## config.mk

```make
export PLATFORM = sky130hd
export DESIGN_NAME = dbg_exec_engine
export DESIGN_NICKNAME = d
export VERILOG_FILES = /design/src/rtl/dbg_exec_pkg.sv /design/src/rtl/dbg_in_shift.sv /design/src/rtl/dbg_seq.sv /design/src/rtl/dbg_out_drv.sv /design/src/rtl/dbg_exec_engine.sv
export SDC_FILE = /design/constraint.sdc
export NUM_CORES = 1
export LEC_CHECK = 0
export ABC_CLOCK_PERIOD_IN_PS = 4720
export BUFFER_PORTS_ARGS = -buffer_cell sky130_fd_sc_hd__buf_2
export CORE_MARGIN = 1.5
export CORE_UTILIZATION = 40
export DETAILED_ROUTE_END_ITERATION = 12
export GPL_TIMING_DRIVEN = 0
export PLACE_DENSITY_LB_ADDON = 0.05
export SLEW_MARGIN = 20
export SYNTH_ARGS = -nofsm -noshare
export SYNTH_HDL_FRONTEND = slang
export SYNTH_HIERARCHICAL = 1
export SYNTH_SLANG_ARGS = --single-unit
```

## constraint.sdc

```tcl
create_clock -name clk_i -period 4.72 [get_ports clk_i]
set_clock_uncertainty 0.05 [all_clocks]
set_input_delay 0.944 -clock clk_i [delete_from_list [all_inputs] [get_ports clk_i]]
set_output_delay 0.944 -clock clk_i [all_outputs]
set_load 0.05 [all_outputs]
```

## src/rtl/dbg_exec_pkg.sv

```systemverilog
package dbg_exec_pkg;
  typedef enum logic [2:0] {
    ST_FORCE,
    ST_CMD,
    ST_INSTR,
    ST_IDLE,
    ST_OUT
  } phase_e;
endpackage

```

## src/rtl/dbg_in_shift.sv

```systemverilog
module dbg_in_shift #(
  parameter int W = 4
) (
  input  logic         clk_i,
  input  logic         rst_ni,
  input  logic         en_i,
  input  logic         bit_i,
  output logic [W-1:0] word_nxt_o
);
  logic [W-1:0] q;

  // lsb first: new bit enters at the top
  assign word_nxt_o = {bit_i, q[W-1:1]};

  always_ff @(posedge clk_i or negedge rst_ni) begin
    if (!rst_ni)   q <= '0;
    else if (en_i) q <= word_nxt_o;
  end
endmodule

```

## src/rtl/dbg_seq.sv

```systemverilog
module dbg_seq
  import dbg_exec_pkg::*;
#(
  parameter int CODE_W    = 4,
  parameter int INSTR_W   = 24,
  parameter int RB_W      = 16,
  parameter int IDLE_CYC  = 8,
  parameter int FORCE_CYC = 9,
  parameter int CODE_EXEC = 0,
  parameter int CODE_READ = 1
) (
  input  logic              clk_i,
  input  logic              rst_ni,
  input  logic [CODE_W-1:0] code_nxt_i,
  output phase_e            phase_o,
  output logic              cmd_en_o,
  output logic              instr_en_o,
  output logic              instr_done_o,
  output logic              force_done_o,
  output logic              load_rb_o,
  output logic              shift_rb_o,
  output logic              hold_o
);
  localparam int M1    = (CODE_W > INSTR_W) ? CODE_W : INSTR_W;
  localparam int M2    = (RB_W > IDLE_CYC) ? RB_W : IDLE_CYC;
  localparam int M3    = (M1 > M2) ? M1 : M2;
  localparam int MAXC  = (M3 > FORCE_CYC) ? M3 : FORCE_CYC;
  localparam int CNT_W = $clog2(MAXC + 1);

  phase_e             phase_q, phase_d;
  logic [CNT_W-1:0]   cnt_q, lim_m1;
  logic               last, hold_q;
  logic               code_exec, code_read;

  assign code_exec = (code_nxt_i == CODE_W'(CODE_EXEC));
  assign code_read = (code_nxt_i == CODE_W'(CODE_READ));

  always_comb begin
    case (phase_q)
      ST_FORCE: lim_m1 = CNT_W'(FORCE_CYC - 1);
      ST_CMD:   lim_m1 = CNT_W'(CODE_W - 1);
      ST_INSTR: lim_m1 = CNT_W'(INSTR_W - 1);
      ST_IDLE:  lim_m1 = CNT_W'(IDLE_CYC - 1);
      default:  lim_m1 = CNT_W'(RB_W - 1);
    endcase
  end

  assign last = (cnt_q == lim_m1);

  always_comb begin
    phase_d = phase_q;
    if (last) begin
      case (phase_q)
        ST_FORCE: phase_d = ST_INSTR;
        ST_CMD:   phase_d = code_exec ? ST_INSTR : (code_read ? ST_IDLE : ST_CMD);
        ST_INSTR: phase_d = ST_CMD;
        ST_IDLE:  phase_d = ST_OUT;
        default:  phase_d = ST_CMD;
      endcase
    end
  end

  always_ff @(posedge clk_i or negedge rst_ni) begin
    if (!rst_ni) begin
      phase_q <= ST_FORCE;
      cnt_q   <= '0;
      hold_q  <= 1'b0;
    end else begin
      phase_q <= phase_d;
      cnt_q   <= last ? '0 : cnt_q + 1'b1;
      hold_q  <= (phase_q == ST_OUT) && last;
    end
  end

  assign phase_o      = phase_q;
  assign cmd_en_o     = (phase_q == ST_CMD);
  assign instr_en_o   = (phase_q == ST_INSTR);
  assign instr_done_o = (phase_q == ST_INSTR) && last;
  assign force_done_o = (phase_q == ST_FORCE) && last;
  assign load_rb_o    = (phase_q == ST_IDLE) && last;
  assign shift_rb_o   = (phase_q == ST_OUT);
  assign hold_o       = hold_q;

  // a reserved code leads straight into a fresh code window
  p_reserved_ignored_r8: assert property (@(posedge clk_i) disable iff (!rst_ni)
    (phase_q == ST_CMD && last && !code_exec && !code_read)
      |=> (phase_q == ST_CMD && cnt_q == '0));

  // output phase is entered only from the idle phase
  p_out_after_idle_r6: assert property (@(posedge clk_i) disable iff (!rst_ni)
    (phase_q == ST_OUT && $past(phase_q) != ST_OUT) |-> $past(phase_q) == ST_IDLE);
endmodule

```

## src/rtl/dbg_out_drv.sv

```systemverilog
module dbg_out_drv #(
  parameter int RB_W = 16
) (
  input  logic            clk_i,
  input  logic            rst_ni,
  input  logic [RB_W-1:0] rb_data_i,
  input  logic            load_i,
  input  logic            shift_i,
  input  logic            win_i,
  output logic            pgd_o,
  output logic            pgd_oe_o
);
  logic [RB_W-1:0] sh_q;
  logic            oe_q, pgd_q;

  always_ff @(posedge clk_i or negedge rst_ni) begin
    if (!rst_ni)      sh_q <= '0;
    else if (load_i)  sh_q <= rb_data_i;
    else if (shift_i) sh_q <= {1'b0, sh_q[RB_W-1:1]};
  end

  // launch on the falling edge
  always_ff @(negedge clk_i or negedge rst_ni) begin
    if (!rst_ni) begin
      oe_q  <= 1'b0;
      pgd_q <= 1'b0;
    end else begin
      oe_q  <= win_i;
      pgd_q <= sh_q[0];
    end
  end

  // release is immediate on the rising edge that closes the window
  assign pgd_oe_o = oe_q & win_i;
  assign pgd_o    = pgd_q;
endmodule

```

## src/rtl/dbg_exec_engine.sv

```systemverilog
module dbg_exec_engine
  import dbg_exec_pkg::*;
#(
  parameter int CODE_W    = 4,
  parameter int INSTR_W   = 24,
  parameter int RB_W      = 16,
  parameter int IDLE_CYC  = 8,
  parameter int FORCE_CYC = 9,
  parameter int CODE_EXEC = 0,
  parameter int CODE_READ = 1
) (
  input  logic               clk_i,
  input  logic               rst_ni,
  input  logic               pgd_i,
  output logic               pgd_o,
  output logic               pgd_oe_o,
  output logic               instr_valid_o,
  output logic [INSTR_W-1:0] instr_o,
  input  logic [RB_W-1:0]    rb_data_i
);
  phase_e             phase;
  logic               cmd_en, instr_en, instr_done, force_done;
  logic               load_rb, shift_rb, hold;
  logic [CODE_W-1:0]  code_nxt;
  logic [INSTR_W-1:0] instr_nxt;
  logic               valid_q;
  logic [INSTR_W-1:0] instr_q;

  dbg_in_shift #(.W(CODE_W)) u_code_sh (
    .clk_i(clk_i), .rst_ni(rst_ni), .en_i(cmd_en), .bit_i(pgd_i), .word_nxt_o(code_nxt)
  );

  dbg_in_shift #(.W(INSTR_W)) u_instr_sh (
    .clk_i(clk_i), .rst_ni(rst_ni), .en_i(instr_en), .bit_i(pgd_i), .word_nxt_o(instr_nxt)
  );

  dbg_seq #(
    .CODE_W(CODE_W), .INSTR_W(INSTR_W), .RB_W(RB_W), .IDLE_CYC(IDLE_CYC),
    .FORCE_CYC(FORCE_CYC), .CODE_EXEC(CODE_EXEC), .CODE_READ(CODE_READ)
  ) u_seq (
    .clk_i(clk_i), .rst_ni(rst_ni), .code_nxt_i(code_nxt), .phase_o(phase),
    .cmd_en_o(cmd_en), .instr_en_o(instr_en), .instr_done_o(instr_done),
    .force_done_o(force_done), .load_rb_o(load_rb), .shift_rb_o(shift_rb), .hold_o(hold)
  );

  dbg_out_drv #(.RB_W(RB_W)) u_out (
    .clk_i(clk_i), .rst_ni(rst_ni), .rb_data_i(rb_data_i), .load_i(load_rb),
    .shift_i(shift_rb), .win_i(shift_rb | hold), .pgd_o(pgd_o), .pgd_oe_o(pgd_oe_o)
  );

  always_ff @(posedge clk_i or negedge rst_ni) begin
    if (!rst_ni) begin
      valid_q <= 1'b0;
      instr_q <= '0;
    end else begin
      valid_q <= instr_done | force_done;
      if (instr_done)      instr_q <= instr_nxt;
      else if (force_done) instr_q <= '0;
    end
  end

  assign instr_valid_o = valid_q;
  assign instr_o       = instr_q;

  p_valid_single_r5: assert property (@(posedge clk_i) disable iff (!rst_ni)
    instr_valid_o |=> !instr_valid_o);

  p_forced_nop_r7: assert property (@(posedge clk_i) disable iff (!rst_ni)
    force_done |=> (instr_valid_o && instr_o == '0));

  p_no_drive_idle_r9: assert property (@(posedge clk_i) disable iff (!rst_ni)
    (phase == ST_IDLE || phase == ST_INSTR) |-> !pgd_oe_o);

  p_hold_driven_r10: assert property (@(posedge clk_i) disable iff (!rst_ni)
    hold |-> pgd_oe_o);
endmodule

```

==> flow_metrics.py <==
metrics = {
    "placement": {
        "numPlacedInstances": 386,
        "port-buffer-count": 45,
        "place_congestion": 0.708,
        "dp_slack_ns": 0.644,
        "hpwl_mm": 3.77,
    },
    "drt": {
        "drc": 0,
        "ant_nets": 0,
        "drt-initial-drc-count": 93,
        "wl_mm": 5.66,
        "routedWlPerCell_um": 14.1,
        "dr.pass1.iters": 4,
        "vias_per_cell": 4.89,
        "vias": 1962,
    },
    "synth": {
        "syn_area_mm2": 0.00322,
        "synth_common_cells": "dfrtp_1, mux2_2, a22o_1",
        "yosysUniqueCellTypes": 39,
        "syn-num-nets": 258,
        "yosysMostFrequentCell": "dfrtp_1",
        "async_flop_share": 1.00,
        "syn_inst": 238,
        "ys.flop_type": "dfrtp_1",
        "synth.yosys.seq_area_share": 0.606,
        "synth.largest_area_cell": "dfrtp_1",
        "ys_top_cells_by_area": "dfrtp_1, mux2_2, a22o_1",
        "syn_avg_cell_area_um2": 13.5,
        "ys_ff_latch": 78,
        "yosysWarningCount": 6,
        "synth_edf_count": 0,
        "synth_top_area_frac": 0.590,
    },
    "clock_tree": {
        "cts_tree": "built",
        "root_buffer": "clkbuf_8",
        "cts_setup_buffers": 0,
        "hold_buffers": 0,
        "cts_buffers": 9,
        "clockBufferDepth": 2,
        "cts_sinks": 78,
        "clk_pin_slew_ns": 0.07,
        "clock_latency_ns": 0.34,
        "post_cts_resize_count": 0,
        "htree_levels": 3,
    },
    "setup_path": {
        "path_class": "reg2out",
        "crit_path_end_kind": "output pin",
        "r2r-end": "u_out/oe_q$_DFF_NN0_",
        "worst-r2r-cell-count": 3,
        "regToRegStartpoint": "u_seq/phase_o[0]$_DFFE_PN0N_",
        "crit_required_ns": 3.73,
        "critPathArrivalTime_ns": 3.42,
        "cp_max_fo": 1,
        "rrSetupSlack_ns": 1.09,
        "startpoint_type": "flip-flop",
    },
    "die": {
        "die_h_um": 92.7,
        "ios": 46,
        "die_w_um": 92.7,
        "row_count": 32,
        "start_util": 0.415,
        "dieArea_mm2": 0.00860,
        "design.core.area_mm2": 0.00777,
    },
    "timing": {
        "setup_violations": 0,
        "slew_viol_final": 0,
        "worst_slack_ns": 0.305,
        "hold_violations": 0,
        "tightest_slew_ns": 0.800,
        "rsz0062_at_grt": "no",
        "slew_headroom": 0.463,
    },
    "cells_and_area": {
        "multi_input_area_mm2": 0.00110,
        "regArea_mm2": 0.00195,
        "nets": 315,
        "instances_no_fill": 401,
        "post_route_cells_drive_above_1_share": 0.375,
        "n_antenna_cell": 0,
        "n_fill_cell": 753,
        "area_delta_synth_final_pct": 17.7,
    },
    "global_routing": {
        "grt_start_max_net_pins": 56,
        "grt_usage": 0.146,
        "overflow": 0,
        "antenna_found_initial": 0,
        "grt_pass1_vias": 1963,
        "grt_pass1_wl_mm": 9.63,
    },
    "worst_hold_path": {
        "holdPathEnd": "instr_o[3]$_DFFE_PN0P_",
        "hp-class": "reg2reg",
        "hp-start": "instr_o[3]$_DFFE_PN0P_",
        "min_delay_path_depth": 1,
    },
    "run_status": {
        "status": "finished, final reports clean",
    },
    "pwr": {
        "ir_drop_mv": 0.321,
        "pwr_density_cell_mw_per_mm2": 717,
        "leakagePower_nw": 1.70,
    },
    "run": {
        "maxCapViolCount": 0,
    },
}
where the power goes:
group / total [W] / switching (W) / internal (W)
Sequential: 0.00113 / 0.000185 / 0.000950
Clock: 0.000481 / 0.000240 / 0.000241
Combinational: 0.00110 / 0.000639 / 0.000463
Total: 0.00272 / 0.00106 / 0.00165
sequential cells by signal, indices dropped and copies added, names as in the netlist:
name	flops
u_code_sh/q	3
u_instr_sh/q	23
u_out/oe_q	1
u_out/pgd_o	1
u_seq/cnt_q	5
u_seq/phase_o	3
instr_valid_o	1
u_seq/hold_o	1
instr_o	24
u_out/sh_q	16
worst max-delay path, stage by stage, from the launching register on:
cell     delay (ns)
dfrtn_1        0.38
and2_1         0.11
buf_2          0.25
cells in the final DEF (no fill, tap or decap), drive strengths merged:
cell type / count
a211o: 1
buf: 61
nand3b: 1
nand2b: 2
o21ba: 1
dfrtn: 2
nor2b: 2
or2: 1
nor2: 7
nor3: 4
inv: 5
xor2: 2
clkbuf: 10
xnor2: 1
nand3: 2
a22o: 24
mux2i: 16
o221a: 1
a21oi: 2
mux2: 27
o32a: 1
dfrtp: 76
clkinv: 4
o21ai: 18
bufinv: 1
and2: 5
ha: 1
and3: 1
a21boi: 1
or3: 1
nand2: 17
a2111o: 1
layer usage:
layer,GRT usage,wire (um)
met1,0.210,2970
met4,0.0682,123
met2,0.210,2400
met3,0.0328,177
met5,0,0
worst max-delay path by stage:
stage               slack, ns                 start                   end
floorplan                0.59  u_out/oe_q$_DFF_NN0_              pgd_oe_o
global placement        -0.19                rst_ni  u_out/oe_q$_DFF_NN0_
detailed placement       0.64  u_out/oe_q$_DFF_NN0_              pgd_oe_o
CTS                      0.29  u_out/oe_q$_DFF_NN0_              pgd_oe_o
global route             0.25  u_out/oe_q$_DFF_NN0_              pgd_oe_o
finish                   0.30  u_out/oe_q$_DFF_NN0_              pgd_oe_o
cell families after synthesis:
group                    after synthesis  synth area share
flip-flops                            78             0.606
XOR/XNOR                               3           0.00816
adder cells (fa/ha/maj)                1           0.00388
buffers and inverters                 20            0.0532
AO/OA/AOI/OAI                         50             0.117
AND/OR/NAND/NOR                       43            0.0680
multiplexers                          43             0.144
cell type report:
cell class | instances | area share
Sequential cell | 78 | 0.515
Multi-Input combinational cell | 140 | 0.290
Timing Repair Buffer | 46 | 0.0673
Buffer | 16 | 0.0413
Tap cell | 102 | 0.0337
Clock buffer | 9 | 0.0327
Clock inverter | 6 | 0.0165
Inverter | 4 | 0.00396
per-stage QoR:
step           area [um2]  hold slack, ns  TNS, ns  utilization  power (W)
2_1_floorplan        3220           0.415        0            -    0.00201
3_3_place_gp         3570           0.425   -0.380        0.460    0.00225
3_5_place_dp         3600           0.424        0        0.464    0.00226
4_1_cts              3790           0.450        0        0.488    0.00276
5_1_grt              3790           0.465        0        0.488    0.00290
6_report             3790           0.443        0        0.488    0.00272
No activity file was read; power rests on OpenSTA's default activity.
